[src/rtl/fsyn_pkg.sv]
package fsyn_pkg;
  parameter int unsigned PE_W = 15;
  parameter int unsigned MD_W = 5;
  parameter int unsigned SD_W = 4;
  localparam int unsigned CFG_W = PE_W + MD_W + SD_W + 1;
  localparam int unsigned ACC_W = MD_W + PE_W + 2;
  localparam int unsigned CNT_W = (1 << SD_W) + 1;

  typedef struct packed {
    logic            bypass3;
    logic [SD_W-1:0] sdiv;
    logic [MD_W-1:0] md;
    logic [PE_W-1:0] pe;
  } fsyn_cfg_t;
endpackage

[src/rtl/fsyn_cfg_stage.sv]
module fsyn_cfg_stage
  import fsyn_pkg::*;
(
  input  logic      clk,
  input  logic      rst_n,
  input  logic      cfg_wr,
  input  fsyn_cfg_t cfg_in,
  input  logic      prog_en,
  input  logic      stopped,
  input  logic      boundary,
  output fsyn_cfg_t act_cfg,
  output logic      commit
);
  fsyn_cfg_t shadow_q, shadow_d;
  fsyn_cfg_t staged_q, staged_d;
  fsyn_cfg_t act_q, act_d;
  logic      pend_q, pend_d;
  logic      pen_q;
  logic      fall;

  always_comb begin
    fall     = pen_q & ~prog_en;
    commit   = pend_q & (stopped | boundary);
    shadow_d = cfg_wr ? cfg_in : shadow_q;
    staged_d = fall ? shadow_q : staged_q;
    act_d    = commit ? staged_q : act_q;
    pend_d   = fall | (pend_q & ~commit);
  end

  always_ff @(posedge clk or negedge rst_n) begin
    if (!rst_n) begin
      shadow_q <= '0;
      staged_q <= '0;
      act_q    <= '0;
      pend_q   <= 1'b0;
      pen_q    <= 1'b0;
    end else begin
      shadow_q <= shadow_d;
      staged_q <= staged_d;
      act_q    <= act_d;
      pend_q   <= pend_d;
      pen_q    <= prog_en;
    end
  end

  assign act_cfg = act_q;
endmodule

[src/rtl/fsyn_phase_acc.sv]
module fsyn_phase_acc
  import fsyn_pkg::*;
(
  input  logic            clk,
  input  logic            rst_n,
  input  logic            en,
  input  logic            restart,
  input  logic [MD_W-1:0] md,
  input  logic [PE_W-1:0] pe,
  output logic            tick
);
  localparam logic [ACC_W-1:0] INC = ACC_W'(1) << (MD_W + PE_W);

  logic [ACC_W-1:0] acc_q, acc_d, acc_sum, den;

  always_comb begin
    den     = (ACC_W'({1'b1, md}) << PE_W) | ACC_W'(pe);
    acc_sum = acc_q + INC;
    tick    = en && (acc_sum >= den);
    if (!en || restart)
      acc_d = '0;
    else if (tick)
      acc_d = acc_sum - den;
    else
      acc_d = acc_sum;
  end

  always_ff @(posedge clk or negedge rst_n) begin
    if (!rst_n) acc_q <= '0;
    else        acc_q <= acc_d;
  end
endmodule

[src/rtl/fsyn_post_div.sv]
module fsyn_post_div
  import fsyn_pkg::*;
(
  input  logic            clk,
  input  logic            rst_n,
  input  logic            en,
  input  logic            tick,
  input  logic [SD_W-1:0] sdiv,
  input  logic            bypass3,
  output logic            clk_out,
  output logic            boundary
);
  logic [CNT_W-1:0] half, cnt_q, cnt_d;
  logic             out_q, out_d, cnt_last;

  always_comb begin
    half     = bypass3 ? (CNT_W'(1) << sdiv) : (CNT_W'(3) << sdiv);
    cnt_last = (cnt_q == half - CNT_W'(1));
    boundary = tick && cnt_last && !out_q;
    cnt_d    = cnt_q;
    out_d    = out_q;
    if (!en) begin
      cnt_d = '0;
      out_d = 1'b0;
    end else if (tick) begin
      if (cnt_last) begin
        cnt_d = '0;
        out_d = ~out_q;
      end else begin
        cnt_d = cnt_q + CNT_W'(1);
      end
    end
  end

  always_ff @(posedge clk or negedge rst_n) begin
    if (!rst_n) begin
      cnt_q <= '0;
      out_q <= 1'b0;
    end else begin
      cnt_q <= cnt_d;
      out_q <= out_d;
    end
  end

  assign clk_out = out_q;
endmodule

[src/rtl/fsyn_channel.sv]
module fsyn_channel
  import fsyn_pkg::*;
(
  input  logic             clk,
  input  logic             rst_n,
  input  logic             cfg_wr,
  input  logic [CFG_W-1:0] cfg_word,
  input  logic             prog_en,
  input  logic             run,
  input  logic             chan_clr,
  output logic             clk_out
);
  fsyn_cfg_t act_cfg;
  logic      commit, boundary, tick, running, programmed;

  always_comb begin
    programmed = (act_cfg.md != '0) || (act_cfg.pe != '0) || (act_cfg.sdiv != '0);
    running    = run && !chan_clr && programmed;
  end

  fsyn_cfg_stage u_cfg (
    .clk      (clk),
    .rst_n    (rst_n),
    .cfg_wr   (cfg_wr),
    .cfg_in   (fsyn_cfg_t'(cfg_word)),
    .prog_en  (prog_en),
    .stopped  (!running),
    .boundary (boundary),
    .act_cfg  (act_cfg),
    .commit   (commit)
  );

  fsyn_phase_acc u_acc (
    .clk     (clk),
    .rst_n   (rst_n),
    .en      (running),
    .restart (commit),
    .md      (act_cfg.md),
    .pe      (act_cfg.pe),
    .tick    (tick)
  );

  fsyn_post_div u_div (
    .clk      (clk),
    .rst_n    (rst_n),
    .en       (running),
    .tick     (tick),
    .sdiv     (act_cfg.sdiv),
    .bypass3  (act_cfg.bypass3),
    .clk_out  (clk_out),
    .boundary (boundary)
  );
endmodule

[config.mk]
export PLATFORM = sky130hd
export DESIGN_NAME = fsyn_channel
export DESIGN_NICKNAME = d
export VERILOG_FILES = /design/src/rtl/fsyn_pkg.sv /design/src/rtl/fsyn_cfg_stage.sv /design/src/rtl/fsyn_phase_acc.sv /design/src/rtl/fsyn_post_div.sv /design/src/rtl/fsyn_channel.sv
export SDC_FILE = /design/constraint.sdc
export NUM_CORES = 1
export LEC_CHECK = 0
export BUFFER_PORTS_ARGS = -buffer_cell sky130_fd_sc_hd__buf_4
export CORE_AREA = 2 2 105 107
export DETAILED_ROUTE_END_ITERATION = 8
export DIE_AREA = 0 0 107 109
export GPL_TIMING_DRIVEN = 0
export PLACE_DENSITY = 0.79
export REMOVE_ABC_BUFFERS = 1
export SETUP_SLACK_MARGIN = 0.1
export SLEW_MARGIN = 15
export SYNTH_ARGS = -nofsm -noshare
export SYNTH_HDL_FRONTEND = slang
export SYNTH_SLANG_ARGS = --single-unit
[constraint.sdc]
create_clock -name clk -period 4.3 [get_ports clk]
set_input_delay 1.29 -clock clk [delete_from_list [all_inputs] [get_ports clk]]
set_output_delay 1.29 -clock clk [all_outputs]
set_load 0.05 [all_outputs]
# Yosys cells after proc, flatten, opt, wreduce, memory -nomap -nowiden
# Cells that the tools add are included.
dict set report word_totals {
  input_bits 31
  reg_bits 117
  output_inout_bits 1
  word_cells 60
}
dict set report classes {
  reduce_logical 15
  muxes 9
  n_addsub 4
  n_shift 2
  n_lt_le_gt_ge 1
  n_eq_ne 3
  n_bitwise 9
}
# op count
set ops {}
lappend ops {{$mux W17} 4}
lappend ops {{$mux W22} 2}
lappend ops {{$add A22 B21 Y22 const B} 1}
lappend ops {{$ge A22 B22 Y1} 1}
lappend ops {{$sub A22 B22 Y22} 1}
lappend ops {{$or A21 B15 Y21} 1}
lappend ops {{$add A17 B1 Y17 const B} 1}
lappend ops {{$eq A17 B17 Y1} 1}
lappend ops {{$shl A1 B4 Y17 const A} 1}
lappend ops {{$shl A2 B4 Y17 const A} 1}
lappend ops {{$sub A17 B1 Y17 const B} 1}
lappend ops {{$reduce_bool A15 Y1} 1}
lappend ops {{$logic_and A1 B1 Y1} 5}
lappend ops {{$reduce_bool A5 Y1} 1}
lappend ops {{$ne A2 B1 Y1 const B} 2}
lappend ops {{$reduce_bool A4 Y1} 1}
lappend ops {{$and A1 B1 Y1} 3}
lappend ops {{$logic_not A1 Y1} 3}
lappend ops {{$logic_or A1 B1 Y1} 3}
lappend ops {{$mux W1} 3}
lappend ops {{$not A1 Y1} 3}
lappend ops {{$or A1 B1 Y1} 2}
lappend ops {{$reduce_and A2 Y1} 1}

# Longest topological paths before layout
dict set report logic_depth {
  word_depth 12
  ltp_mapped 14
  mapped_depth_nobuf 12
}

# By module
# From an unflattened synthesis, not the netlist that was laid out.
dict set report unflattened {
  hier_cells 674
  hier_area_um2 6960.4
}
# mod n_inst area_per_inst_um2 cells_per_inst seq_area_each_um2
set modules_own_cells {}
lappend modules_own_cells {fsyn_cfg_stage 1 2895.3 165 1926.8}
lappend modules_own_cells {fsyn_phase_acc 1 2129.5 272 550.5}
lappend modules_own_cells {fsyn_post_div 1 1844.3 226 450.4}
lappend modules_own_cells {fsyn_channel 1 91.3 11 0.0}

# Least setup slack after synthesis
# Ideal clock, no wire load.
dict set report synth_timing {
  kind {register to register}
  start {register u_cfg.act_q, in the netlist u_cfg.act_cfg[20]}
  end {register u_cfg.act_q, in the netlist u_cfg.act_cfg[0]}
  arrival_time_ns 2.904
  period_less_slack_ns 3.028
  slack_ns 1.272
  path_buffers 3
  required_time_ns 4.175
  stages_incl_launch_ff 14
  setup_ns 0.125
  path_cell_list {dfrtp_1 -> buf_6 -> buf_6 -> nor4_4 -> inv_1 -> ha_1 -> xnor2_1 -> nor2_1 -> o2111ai_1 -> nor4_2 -> nand4_1 -> o21ai_4 -> buf_6 -> mux2_2}
}
dict set report synth_between {
  elab_chain_len 8
}
# item line
set synth_lines {}
lappend synth_lines {{start, declared} fsyn_cfg_stage.sv:16} ;# fsyn_cfg_t act_q, act_d;
lappend synth_lines {{start signal, assigned} fsyn_cfg_stage.sv:40} ;# act_q <= act_d;
lappend synth_lines {{$shl A2 B4 Y17, or another cell as far along} fsyn_post_div.sv:17} ;# half = bypass3 ? (CNT_W'(1) << sdiv) : (CNT_W'(3) << sdiv);
lappend synth_lines {{$mux W17 / $logic_or A1 B1 Y1 (equally long branches)} {fsyn_post_div.sv:17, fsyn_channel.sv:17}}
lappend synth_lines {{$sub A17 B1 Y17 / $logic_and A1 B1 Y1 (equally long branches)} {fsyn_post_div.sv:18, fsyn_channel.sv:18}}
lappend synth_lines {{$eq A17 B17 Y1 / $logic_and A1 B1 Y1 (equally long branches)} {fsyn_post_div.sv:18, fsyn_phase_acc.sv:19}}
lappend synth_lines {{$logic_and A1 B1 Y1 (2 in a row)} fsyn_post_div.sv:19} ;# boundary = tick && cnt_last && !out_q;
lappend synth_lines {{$or A1 B1 Y1 *} fsyn_cfg_stage.sv:23} ;# commit = pend_q & (stopped | boundary);
lappend synth_lines {{$and A1 B1 Y1 *} fsyn_cfg_stage.sv:23}
# Mark *: on every way between the ends. The rest lies on a longest branch, timed or not.
# A chain may end at the register's enable or synchronous reset.

# Worst setup path in the final report
dict set report layout_timing {
  start {register u_cfg.act_q, in the netlist u_cfg.act_cfg[0]}
  end {register u_cfg.act_q, in the netlist u_cfg.act_cfg[23]}
}
dict set report layout_between {
  elab_chain_len 9
}
# item line
set layout_lines {}
lappend layout_lines {{branches (longest 7 deep; another with $ge A22 B22 Y1)} -}
lappend layout_lines {{$or A1 B1 Y1 *} fsyn_cfg_stage.sv:23}
lappend layout_lines {{$and A1 B1 Y1 *} fsyn_cfg_stage.sv:23}
# Every way passes the cells marked *.

==> flow_summary.ini <==
[final_layout]
regArea_um2 = 2930
fin_nets = 661
final_layout_size_suffix_gt1_frac = 0.233
fillers = 758
multi_input_area_um2 = 3170
antenna_cells = 0
synthToLayoutAreaGrowth_pct = 14.5

[drt]
wl_mm = 13.0
ant_nets = 0
vias = 4525
firstDrtPassIters = 4
post-route-drc-count = 0
wl_met1_mm = 5.98
wl_per_cell_um = 17.2
viasPerCell = 5.98
wl_met3_um = 389
topRoutingLayerUsed = met4
first_iter_violations = 204
met2WireLength_mm = 6.46

[pwr]
p_switching_uw = 1180
p_sw_frac = 0.307
power_leakage_uw = 0.00326
powerDensity_nw_per_um2 = 528
ir_drop_v = 0.000373
clkPwrFrac = 0.371
p_seq_frac = 0.376
internal_power_uw = 2670
pwr-share-comb = 0.253

[synthesis]
synth-compound-area-share = 0.142
synth_seq_area_share = 0.460
synth-edff-count = 0
synth_top_area_frac = 0.460
synthDistinctLibCells = 56
yosys_most_used_dff = dfrtp_1
synth_area_leaders = dfrtp_1, mux2_2, ha_1, xor2_1, a22o_1
synth_area_per_cell_um2 = 10.9
netlist_top_cells_count = dfrtp_1, mux2_2, inv_1
syn_inst = 585
synthArstFlopShare = 1.00
synth-seq-cells = 117
yosysTopAreaCell = dfrtp_1
synth_top_family_by_area = compound AO/OA/AOI/OAI gates
synth-simple-area-share = 0.106
synthAdderAreaFrac = 0.0484
synthMuxAreaShare = 0.136
yosys_warnings = 0
yosysMostFrequentCell = dfrtp_1
synthXorXnorAreaFrac = 0.0606
syn_area_um2 = 6360

[sta]
slew_violations = 0
worst_pin_slew_ns = 0.920
max_freq_mhz = 257
finalSetupViolCount = 0
clock_skew_ns = 0.0105
rsz0062_at_grt = no
holdWs_ns = 0.497
period_minus_slack_ns = 3.89
period_share = 0.905
finalHoldViolCount = 0
relSlewSlack = 0.387
fin_setup_tns_ns = 0

[clock_network]
clk_latency_ns = 0.52
ctsHoldBuffers = 0
clk_path_buf_depth = 2
cts_tree = yes
cts_max_level = 4
clkSlewWorstSetupHoldPaths_ns = 0.05
cts-root-buf = clkbuf_8
numCtsBuffers = 17
cts.sinks = 117

[place]
gp_congestion = 0.846
io_buffers = 31
dp_hpwl_mm = 8.49

[floorplan]
die_area_um2 = 11700
std_cell_rows = 38
num_io_pins = 32
die_x_um = 107
core_um2 = 10600
die_h_um = 109
start_util = 0.600

[critical_path]
cpMaxStageDelayCell = o21ai_4
critPathArrivalTime_ns = 4.28
critPathMaxStageDelay_ns = 0.59
rr_startpoint = u_cfg.act_cfg[0]$_DFFE_PN0P_
cp_data_required_time_ns = 4.69
crit_fanout = 22
rr_worst_depth = 11
r2r_end = u_cfg.act_cfg[23]$_DFFE_PN0P_
end_kind = register
r2r_slack_ns = 0.41
critPathKind = reg2reg
crit_path_start_kind = register
crit_chain = ha_1 -> inv_1 -> fa_1 -> a21oi_1 -> o211ai_1 -> a311o_1 -> o21ai_1 -> a21oi_4 -> nand2_1 -> o21ai_4 -> mux2_2

[hold_path]
hold_path_class = reg2reg
min_path_cells = 1
min_to = u_cfg.act_cfg[3]$_DFFE_PN0P_
hp-start = u_cfg.staged_q[3]$_DFFE_PN0P_

[flow_run]
drv_cap = 0

[outcome]
status = finished clean

[global_routing]
antenna_found_initial = 0
gr-total-overflow = 0
grt_pass1_wl_mm = 22.3
grt_pass1_vias = 4627
grt_max_degree = 60
grt.total_usage = 0.245
==> flip-flops by register name (all words and copies together) (netlist names) <==
signal	count
u_div.cnt_q	17
u_cfg.shadow_q	25
u_cfg.pen_q	1
u_div.clk_out	1
u_cfg.pend_q	1
u_cfg.act_cfg	25
u_cfg.staged_q	25
u_acc.acc_q	22
==> power by group through the flow <==
stage / logic, uW / registers [uW] / clock network (uW)
after floorplan: 745 / 1400 / 0
after global placement: 902 / 1450 / 0
after detailed placement: 948 / 1460 / 0
after CTS: 971 / 1450 / 1450
after global routing: 1080 / 1480 / 1490
final: 972 / 1450 / 1430
==> placed cells by master (no fill, tap or decap), drive strengths merged, types with 2 or more instances in the layout <==
| cell type | n |
|---|---|
| a41o | 2 |
| xor2 | 25 |
| o21a | 5 |
| nand3 | 11 |
| o21ai | 30 |
| dfrtp | 117 |
| mux2 | 75 |
| o31ai | 3 |
| ha | 23 |
| a211oi | 5 |
| mux2i | 2 |
| nor4 | 8 |
| o21bai | 4 |
| buf | 33 |
| clkbuf | 20 |
| nor3 | 10 |
| nor3b | 2 |
| and3 | 4 |
| nor2 | 34 |
| and4 | 2 |
| a21o | 11 |
| clkinv | 5 |
| o211ai | 4 |
| nand3b | 2 |
| nand2b | 3 |
| xnor2 | 19 |
| inv | 36 |
| bufinv | 4 |
| nor2b | 8 |
| o2111ai | 6 |
| a31oi | 3 |
| nand2 | 21 |
| nand4 | 7 |
| or3 | 4 |
| a2111oi | 2 |
| and2 | 3 |
| a21oi | 28 |
| a22o | 21 |
| nor4b | 3 |
==> metal layers <==
| metal | GRT usage | up-vias |
|---|---|---|
| met4 | 0.0779 | 0 |
| met3 | 0.0616 | 16 |
| met5 | 0 | - |
| met1 | 0.315 | 2271 |
| met2 | 0.412 | 76 |
| li1 | - | 2162 |
==> worst max-delay path by stage <==
stage	endpoint	slack, ns	startpoint
after floorplan	u_cfg.act_cfg[0]$_DFFE_PN0P_	0.73	u_cfg.act_cfg[0]$_DFFE_PN0P_
after global placement	u_cfg.act_cfg[3]$_DFFE_PN0P_	-0.29	u_cfg.act_cfg[0]$_DFFE_PN0P_
after detailed placement	u_cfg.act_cfg[21]$_DFFE_PN0P_	0.05	u_cfg.act_cfg[0]$_DFFE_PN0P_
after CTS	u_cfg.act_cfg[12]$_DFFE_PN0P_	0.22	u_cfg.act_cfg[0]$_DFFE_PN0P_
after global routing	u_cfg.act_cfg[16]$_DFFE_PN0P_	0.18	u_cfg.act_cfg[0]$_DFFE_PN0P_
final	u_cfg.act_cfg[23]$_DFFE_PN0P_	0.41	u_cfg.act_cfg[0]$_DFFE_PN0P_
==> logic make-up after synthesis <==
kind of cell    after synthesis
flops                       117
simple gates                125
compound gates              130
buf+inv                      68
mux                          77
xor+xnor                     44
fa+ha+maj                    24
==> repair_timing <==
action                     in CTS  in global routing
buffers inserted                0                  0
setup endpoints to repair      25                 12
pin swaps                       1                  0
cloned                          1                  0
resized for setup               1                  2
==> final cells by class <==
cell class,count,area share
inverter,36,0.0186
timing repair buffer,33,0.0383
clock buffer,20,0.0598
tap,140,0.0241
clock inverter,10,0.0215
sequential,117,0.402
multi-input combinational,401,0.436
==> worst max-delay path: cells and delay by family, from the launching register on <==
family / cells / cell delay (ns)
simple gates: 1 / 0.32
compound gates: 6 / 2.06
fa+ha+maj: 2 / 0.45
mux: 1 / 0.41
flops: 1 / 0.41
buf+inv: 1 / 0.09
==> metrics by stage <==
stage / utilization / instances / cell area, um2 / power [uW] / setup slack, ns
3_5_place_dp: 0.629 / 726 / 6670 / 2410 / 0.0546
6_report: 0.687 / 757 / 7280 / 3850 / 0.409
4_1_cts: 0.686 / 757 / 7270 / 3860 / 0.224
3_3_place_gp: 0.623 / 724 / 6610 / 2360 / -0.289
5_1_grt: 0.687 / 757 / 7280 / 4050 / 0.185
2_1_floorplan: - / 553 / 6200 / 2150 / 0.732
No activity file was read; power rests on OpenSTA's default activity.
